### src/rtl/sad_pkg.sv
package sad_pkg;

   // Control token that travels alongside each beat through the pipeline.
   typedef struct packed {
      logic vld;     // beat present in this stage
      logic first;   // beat opens a block
      logic last;    // beat closes a block
   } beat_tag_t;

endpackage

### src/rtl/sad_absdiff.sv
// Absolute difference of two unsigned pixels: a comparator tree built from
// single-bit greater/equal cells selects which operand is inverted, and a
// single adder with carry-in forms the difference.
module sad_absdiff #(
   parameter int W = 8
) (
   input  logic [W-1:0] a,
   input  logic [W-1:0] b,
   output logic [W-1:0] d
);
   localparam int LV = (W > 1) ? $clog2(W) : 0;
   localparam int P2 = 1 << LV;

   initial begin
      assert (W >= 1) else $error("sad_absdiff: W must be at least 1");
   end

   // Level 0 holds per-bit cells, each higher level merges adjacent pairs,
   // the upper (more significant) half taking priority.
   for (genvar lv = 0; lv <= LV; lv++) begin : g_lv
      localparam int N = P2 >> lv;
      logic [N-1:0] g;
      logic [N-1:0] e;
      if (lv == 0) begin : g_leaf
         for (genvar i = 0; i < N; i++) begin : g_bit
            if (i < W) begin : g_real
               assign g[i] = a[i] & ~b[i];
               assign e[i] = ~(a[i] ^ b[i]);
            end else begin : g_pad
               assign g[i] = 1'b0;
               assign e[i] = 1'b1;
            end
         end
      end else begin : g_node
         for (genvar j = 0; j < N; j++) begin : g_pair
            assign g[j] = g_lv[lv-1].g[2*j+1] |
                          (g_lv[lv-1].e[2*j+1] & g_lv[lv-1].g[2*j]);
            assign e[j] = g_lv[lv-1].e[2*j+1] & g_lv[lv-1].e[2*j];
         end
      end
   end

   logic          a_gt_b;
   logic          a_eq_b;
   logic          swap;
   logic [W-1:0]  x_op;
   logic [W-1:0]  y_op;

   assign a_gt_b = g_lv[LV].g[0];
   assign a_eq_b = g_lv[LV].e[0];
   assign swap   = ~a_gt_b & ~a_eq_b;     // a < b

   // swap=0: a + ~b + 1 = a - b ; swap=1: ~a + b + 1 = b - a
   assign x_op = a ^ {W{swap}};
   assign y_op = b ^ {W{~swap}};
   assign d    = x_op + y_op + W'(1);

endmodule

### src/rtl/sad_csa32.sv
// Word-wide 3:2 carry-save cell; the carry word is shifted one place left
// and the carry out of the top bit is dropped (results are modulo 2^W).
module sad_csa32 #(
   parameter int W = 11
) (
   input  logic [W-1:0] x,
   input  logic [W-1:0] y,
   input  logic [W-1:0] z,
   output logic [W-1:0] s,
   output logic [W-1:0] c
);
   logic [W-1:0] maj;

   initial begin
      assert (W >= 2) else $error("sad_csa32: W must be at least 2");
   end

   assign s   = x ^ y ^ z;
   assign maj = (x & y) | (x & z) | (y & z);
   assign c   = {maj[W-2:0], 1'b0};

endmodule

### src/rtl/sad_csa52.sv
// Word-wide 5:2 compressor assembled from three chained 3:2 cells.
module sad_csa52 #(
   parameter int W = 11
) (
   input  logic [W-1:0] i0,
   input  logic [W-1:0] i1,
   input  logic [W-1:0] i2,
   input  logic [W-1:0] i3,
   input  logic [W-1:0] i4,
   output logic [W-1:0] s,
   output logic [W-1:0] c
);
   logic [W-1:0] s_a, c_a, s_b, c_b;

   sad_csa32 #(.W(W)) u_first  (.x(i0),  .y(i1),  .z(i2), .s(s_a), .c(c_a));
   sad_csa32 #(.W(W)) u_second (.x(s_a), .y(c_a), .z(i3), .s(s_b), .c(c_b));
   sad_csa32 #(.W(W)) u_third  (.x(s_b), .y(c_b), .z(i4), .s(s),   .c(c));

endmodule

### src/rtl/sad_csa_tree.sv
// Reduces N words to a sum/carry pair. The first two words seed the pair;
// each 5:2 step absorbs three more words, and the leftover one or two words
// are absorbed by single 3:2 steps.
module sad_csa_tree #(
   parameter int W = 11,
   parameter int N = 8
) (
   input  logic [N*W-1:0] vin,
   output logic [W-1:0]   s_o,
   output logic [W-1:0]   c_o
);
   localparam int NUM5  = (N - 2) / 3;
   localparam int REM   = (N - 2) % 3;
   localparam int STEPS = NUM5 + REM;

   initial begin
      assert (N >= 2) else $error("sad_csa_tree: N must be at least 2");
   end

   for (genvar k = 0; k <= STEPS; k++) begin : g_st
      logic [W-1:0] s;
      logic [W-1:0] c;
      if (k == 0) begin : g_seed
         assign s = vin[0 +: W];
         assign c = vin[W +: W];
      end else if (k <= NUM5) begin : g_five
         localparam int B = 2 + 3 * (k - 1);
         sad_csa52 #(.W(W)) u_c52 (
            .i0 (g_st[k-1].s),
            .i1 (g_st[k-1].c),
            .i2 (vin[B*W +: W]),
            .i3 (vin[(B+1)*W +: W]),
            .i4 (vin[(B+2)*W +: W]),
            .s  (s),
            .c  (c)
         );
      end else begin : g_three
         localparam int B = 2 + 3 * NUM5 + (k - NUM5 - 1);
         sad_csa32 #(.W(W)) u_c32 (
            .x (g_st[k-1].s),
            .y (g_st[k-1].c),
            .z (vin[B*W +: W]),
            .s (s),
            .c (c)
         );
      end
   end

   assign s_o = g_st[STEPS].s;
   assign c_o = g_st[STEPS].c;

endmodule

### src/rtl/sad_pe.sv
// Four-stage SAD processing element:
//   stage 1 absolute differences, stage 2 carry-save reduction,
//   stage 3 carry-propagate add, stage 4 accumulation.
module sad_pe
   import sad_pkg::*;
#(
   parameter int PIX_W = 8,
   parameter int LANES = 8,
   parameter int BEATS = 32
) (
   input  logic                     clk,
   input  logic                     rst_n,
   input  logic                     clr,
   input  logic                     en,
   input  logic [LANES*PIX_W-1:0]   cur_pix,
   input  logic [LANES*PIX_W-1:0]   ref_pix,
   output logic [PIX_W+$clog2(LANES*BEATS)-1:0] sad,
   output logic                     sad_valid
);
   localparam int DSUM_W = PIX_W + $clog2(LANES);
   localparam int ACC_W  = PIX_W + $clog2(LANES * BEATS);
   localparam int CNT_W  = (BEATS > 1) ? $clog2(BEATS) : 1;
   localparam logic [CNT_W-1:0] LAST_CNT = CNT_W'(BEATS - 1);

   initial begin
      assert (PIX_W >= 1) else $error("sad_pe: PIX_W must be at least 1");
      assert (LANES >= 2) else $error("sad_pe: LANES must be at least 2");
      assert (BEATS >= 1) else $error("sad_pe: BEATS must be at least 1");
   end

   // ---------------- beat counter ----------------
   logic [CNT_W-1:0] beat_cnt;
   logic             take;

   assign take = en & ~clr;

   always_ff @(posedge clk or negedge rst_n) begin
      if (!rst_n)
         beat_cnt <= '0;
      else if (clr)
         beat_cnt <= '0;
      else if (en)
         beat_cnt <= (beat_cnt == LAST_CNT) ? '0 : beat_cnt + CNT_W'(1);
   end

   // ---------------- stage 1: absolute differences ----------------
   logic [PIX_W-1:0]        ad [LANES];
   logic [LANES*DSUM_W-1:0] d_next;
   logic [LANES*DSUM_W-1:0] d1;
   beat_tag_t               t1, t2, t3;

   for (genvar i = 0; i < LANES; i++) begin : g_lane
      sad_absdiff #(.W(PIX_W)) u_abs (
         .a (cur_pix[i*PIX_W +: PIX_W]),
         .b (ref_pix[i*PIX_W +: PIX_W]),
         .d (ad[i])
      );
      assign d_next[i*DSUM_W +: DSUM_W] = DSUM_W'(ad[i]);
   end

   always_ff @(posedge clk or negedge rst_n) begin
      if (!rst_n) begin
         t1 <= '0;
         d1 <= '0;
      end else begin
         t1.vld   <= take;
         t1.first <= take & (beat_cnt == '0);
         t1.last  <= take & (beat_cnt == LAST_CNT);
         if (take)
            d1 <= d_next;
      end
   end

   // ---------------- stage 2: carry-save reduction ----------------
   logic [DSUM_W-1:0] s_cmb, c_cmb;
   logic [DSUM_W-1:0] s2, c2;

   sad_csa_tree #(.W(DSUM_W), .N(LANES)) u_tree (
      .vin (d1),
      .s_o (s_cmb),
      .c_o (c_cmb)
   );

   always_ff @(posedge clk or negedge rst_n) begin
      if (!rst_n) begin
         t2 <= '0;
         s2 <= '0;
         c2 <= '0;
      end else begin
         t2 <= clr ? '0 : t1;
         if (t1.vld) begin
            s2 <= s_cmb;
            c2 <= c_cmb;
         end
      end
   end

   // ---------------- stage 3: carry-propagate addition ----------------
   logic [DSUM_W-1:0] sum3;

   always_ff @(posedge clk or negedge rst_n) begin
      if (!rst_n) begin
         t3   <= '0;
         sum3 <= '0;
      end else begin
         t3 <= clr ? '0 : t2;
         if (t2.vld)
            sum3 <= s2 + c2;
      end
   end

   // ---------------- stage 4: accumulation ----------------
   logic [ACC_W-1:0] acc;
   logic             done_q;

   always_ff @(posedge clk or negedge rst_n) begin
      if (!rst_n) begin
         acc    <= '0;
         done_q <= 1'b0;
      end else if (clr) begin
         acc    <= '0;
         done_q <= 1'b0;
      end else begin
         done_q <= t3.vld & t3.last;
         if (t3.vld)
            acc <= t3.first ? ACC_W'(sum3) : acc + ACC_W'(sum3);
      end
   end

   assign sad       = acc;
   assign sad_valid = done_q;

   // ---------------- assertions ----------------
   function automatic logic [PIX_W-1:0] abs_ref(input logic [PIX_W-1:0] a,
                                                 input logic [PIX_W-1:0] b);
      return (a > b) ? (a - b) : (b - a);
   endfunction

   function automatic logic [DSUM_W-1:0] lane_total(input logic [LANES*DSUM_W-1:0] v);
      logic [DSUM_W-1:0] t;
      t = '0;
      for (int i = 0; i < LANES; i++)
         t = t + v[i*DSUM_W +: DSUM_W];
      return t;
   endfunction

   // comparator-plus-inversion result matches the arithmetic distance
   a_r2_absdiff_lane0: assert property (@(posedge clk) disable iff (!rst_n)
      t1.vld |-> d1[0 +: DSUM_W] ==
         DSUM_W'(abs_ref($past(cur_pix[0 +: PIX_W]), $past(ref_pix[0 +: PIX_W]))));

   a_r2_absdiff_top: assert property (@(posedge clk) disable iff (!rst_n)
      t1.vld |-> d1[(LANES-1)*DSUM_W +: DSUM_W] ==
         DSUM_W'(abs_ref($past(cur_pix[(LANES-1)*PIX_W +: PIX_W]),
                         $past(ref_pix[(LANES-1)*PIX_W +: PIX_W]))));

   // compressor tree plus final adder equal the plain lane total
   a_r3_beat_total: assert property (@(posedge clk) disable iff (!rst_n)
      t3.vld |-> sum3 == $past(lane_total(d1), 2));

   // a first beat restarts the sum regardless of earlier blocks
   a_r7_first_restarts: assert property (@(posedge clk) disable iff (!rst_n)
      (t3.vld && t3.first && !clr) |=> acc == ACC_W'($past(sum3)));

   // continuing beats never wrap the accumulator
   a_r8_no_wrap: assert property (@(posedge clk) disable iff (!rst_n)
      (t3.vld && !t3.first && !clr) |=> acc >= $past(acc));

   // with no beat arriving the result is held
   a_r5_bubble_hold: assert property (@(posedge clk) disable iff (!rst_n)
      (!t3.vld && !clr) |=> $stable(acc));

   // clear empties the result
   a_r6_clear: assert property (@(posedge clk) disable iff (!rst_n)
      clr |=> (sad == '0) && !sad_valid);

   // the valid flag is a single-cycle pulse
   if (BEATS > 1) begin : g_pulse_chk
      a_r4_single_pulse: assert property (@(posedge clk) disable iff (!rst_n)
         sad_valid |=> !sad_valid);
   end

endmodule

### config.mk
export PLATFORM = sky130hd
export DESIGN_NAME = sad_pe
export DESIGN_NICKNAME = d
export VERILOG_FILES = /design/src/rtl/sad_pkg.sv /design/src/rtl/sad_absdiff.sv /design/src/rtl/sad_csa32.sv /design/src/rtl/sad_csa52.sv /design/src/rtl/sad_csa_tree.sv /design/src/rtl/sad_pe.sv
export SDC_FILE = /design/constraint.sdc
export NUM_CORES = 1
export LEC_CHECK = 0
export ABC_AREA = 0
export BUFFER_PORTS_ARGS = -buffer_cell sky130_fd_sc_hd__buf_2
export CAP_MARGIN = 40
export CORE_MARGIN = 2
export CORE_UTILIZATION = 40
export DETAILED_ROUTE_END_ITERATION = 8
export MAX_ROUTING_LAYER = met4
export PLACE_DENSITY = 0.67
export SYNTH_ARGS = -nofsm -noshare
export SYNTH_HDL_FRONTEND = slang
export SYNTH_SLANG_ARGS = --single-unit
### constraint.sdc
create_clock -name clk -period 7.7 [get_ports clk]
set_input_delay 1.54 -clock clk [delete_from_list [all_inputs] [get_ports clk]]
set_output_delay 1.54 -clock clk [all_outputs]
set_load 0.01 [all_outputs]
==> results.md <==
* CP top delay family: compound AO/OA/AOI/OAI gates
* Final Hold Vio Count at 0
* Fin. max-slew vios at 0
* Crit path buf inv count at 1
* Worst-path clk slew at 60 ps
* Max-cap violations at 0
* Dpl cell area at 0.0121 mm²
* Period utilisation layout at around 53%
* Met1 Resource Use GR at 24.9%
* FF+latch count, synth at 127
* Yosys warns at 0
* Post-Syn Area at 0.0110 mm²
* Die Ht at 170 µm
* Setup Viol. Count Final at 0
* Global route hottest layer: met2
* Delay of the slowest critical-path stage at 400 ps
* Ports at 149
* Min Tclk post-route at 4120 ps
* Global Route met3 Usage at ~3%
* Post-synth top flop: dfrtp_1
* HP Class: reg2reg
* R2R setup slack at 3670 ps
* Global routing met2 resource utilization at 28.6%
* Area delta synth->final at 14.7%
* Clock Sinks at 127
* Syn Nets at between 1.5k and 2k
* TNS Setup at 0 ps
* Worst setup EP type: flop
* Worst slew margin at 41.6%
* CTS resizes at 0
* Required @ worst endpoint at between 7000 and 8000 ps
* CTS Buf Count at 17
* Final Wtd Congestion at 0.870
* Setup repair bufs after CTS at 0
* Routed Antenna Nets at 0
* Maximum VDD drop at approximately 0.21 mV
* Startpoint Class: primary input
* Register area at between 0.003 and 0.004 mm²
* Number of core rows at 60
* Final clock skew at ~10 ps
* CP Cell Sequence: buf_2, ha_1, a21oi_1, o21ai_1, o311a_1, nor2_4, mux2i_1, ha_1, nor2_1, mux2_2, o221ai_1, o22ai_1, xor2_1, o21ai_1
* Largest net degree at the start of global routing at 65
* Kind of critical path: in2reg
* Largest cells by area after synthesis: dfrtp_1 (29%), ha_1 (12%), fa_1 (8.4%)
* Clock latency on the worst-skew pair at 410 ps
* Achievable Freq at 243 MHz
* Critical path's slowest cell: o311a_1
* Post-Synthesis Cells at around 1.2k
* Synth async-reset ratio at 100%
* Clk Tree Root Cell: clkbuf_16
* GRT Util Overall at 18.1%
* Drt first pass iters at 5
* Number of H-tree levels at 4
* Fill count at around 2.6k
* PD cells at 310 mW/mm²
* GRT Residual Overflow at 0
* Die area at 0.0289 mm²
* Via Count at 8968
* Antenna cells at 0
* Layout cells sized above 1 at 17.3%
* Starting Density at 40.7%
* Leak at 6.15 nW
* Vias in the first global route at 8820
* IO buf count at 148
* Yosys top cell by area: dfrtp_1
* Antenna violations before repair at 0
* Count of different cell masters after synthesis at 83
* Placeable Area at 0.0270 mm²
* CP max FO at 9
* RSZ-0062 raised after global routing: no
* Fin nets at approximately 1.6k
* Area of the multi-input gates at 0.00721 mm²
* Chip Width at 170 µm
* 1st-iter DRT viols at 454
* Design Power at 3.92 mW
* Finished Cell Area at 0.0126 mm²
* Status: finished clean
* First-pass GRT wire length at 41800 µm
* WL per Instance at 14.0 µm
* Synth top area share at 28.9%
* Detailed Place HPWL at 19000 µm
* Deepest clock path buffer count at 2
* Final WL at 24000 µm
* CTS tree: built
* Critical Path AT at about 4400 ps
* Post-route DRC violation count at 0
* CTS Hold Bufs at 0
* Actual slew at the worst max-slew pin at 876 ps
* EDFF count, synth at 0
* Seq/Total Area, Yosys at just under 30%
* Average size of a mapped cell at around 9 µm²
* Vias per cell at 5.24
==> through the flow <==
stage | setup WS (ps) | hold WS [ps] | utilization, % | cells
2_1_floorplan | 3570 | 439 | - | 1230
3_3_place_gp | 3280 | 441 | 44.5 | 1682
3_5_place_dp | 3160 | 450 | 44.6 | 1683
4_1_cts | 3600 | 454 | 46.7 | 1713
5_1_grt | 3360 | 482 | 46.7 | 1713
6_report | 3580 | 446 | 46.7 | 1713
==> flip-flops by register name (all words and copies together) (netlist names) <==
register   count
t1             3
d1            64
s2            11
sad_valid      1
beat_cnt       5
sum3          11
sad           16
c2            10
t2             3
t3             3
==> power breakdown <==
part	internal, mW	switching (mW)
clock	0.504	0.278
combinational	1.05	1.11
sequential	0.841	0.140
total	2.39	1.53
==> layer usage <==
metal / routed length, µm / up-vias / share of wire (%)
li1: - / 4613 / -
met1: 12000 / 4207 / 50
met2: 11100 / 137 / 46
met3: 722 / 11 / 3.0
met4: 145 / 0 / 0.60
met5: 0 / - / 0
==> Yosys cell counts (all sizes together), types with 12 or more instances <==
cell type	number
nand2	150
dfrtp	127
inv	124
ha	106
o21ai	100
nor2	72
fa	46
a21oi	43
xnor2	35
mux2	32
mux2i	28
nand2b	28
clkbuf	27
nor2b	23
nor3	18
nand3	16
a31oi	15
o211ai	15
xor2	15
nor4	13
and3	12
buf	12
==> area by class of cell <==
class                           instances  area share (%)
Clock buffer                           23            3.86
Multi-Input combinational cell        940            57.1
Sequential cell                       127            25.2
Timing Repair Buffer                  151            6.16
Inverter                              124            3.68
Tap cell                              341            3.38
Clock inverter                          7           0.674
==> worst paths after layout <==
check / startpoint / cells after the start / end
max: cur_pix[14] / 14 / d1[17]$_DFFE_PN0P_
min: t2[1]$_DFF_PN0_ / 1 / t3[1]$_DFF_PN0_
max reg2reg: d1[7]$_DFFE_PN0P_ / 11 / s2[7]$_DFFE_PN0P_
min reg2reg: t2[1]$_DFF_PN0_ / 1 / t3[1]$_DFF_PN0_
max in group asynchronous: rst_n / 2 / s2[9]$_DFFE_PN0P_
min in group asynchronous: rst_n / 1 / sad[8]$_DFFE_PN0P_
==> worst reg2reg max path, delay by kind of cell, from the launching register on <==
family                   cells  cell delay [ps]
flip-flops                   1              420
multiplexers                 1              270
adder cells (fa/ha/maj)      6             3000
buffers and inverters        4              210
==> logic make-up (layout without fill, tap and decap cells) <==
group	after synthesis	count (layout)	synth area share, %
XOR/XNOR	50	50	3.98
multiplexers	60	60	5.82
adder cells (fa/ha/maj)	152	152	20.4
flip-flops	127	127	28.9
AND/OR/NAND/NOR	389	389	17.3
AO/OA/AOI/OAI	289	289	17.9
buffers and inverters	163	305	5.75
==> cell usage in the layout (no fill, tap or decap), drive strengths merged, types with 9 or more instances in the layout <==
cell type | Yosys | layout
buf | 12 | 151
nand2 | 150 | 150
dfrtp | 127 | 127
inv | 124 | 124
ha | 106 | 106
o21ai | 100 | 100
nor2 | 72 | 72
fa | 46 | 46
a21oi | 43 | 43
xnor2 | 35 | 35
mux2 | 32 | 32
mux2i | 28 | 28
nand2b | 28 | 28
nor2b | 23 | 23
clkbuf | 27 | 23
nor3 | 18 | 18
nand3 | 16 | 16
xor2 | 15 | 15
o211ai | 15 | 15
a31oi | 15 | 15
nor4 | 13 | 13
and3 | 12 | 12
nand4 | 11 | 11
a211oi | 10 | 10
a221oi | 10 | 10
or3 | 9 | 9
a21boi | 9 | 9
No activity file was read; power rests on OpenSTA's default activity.
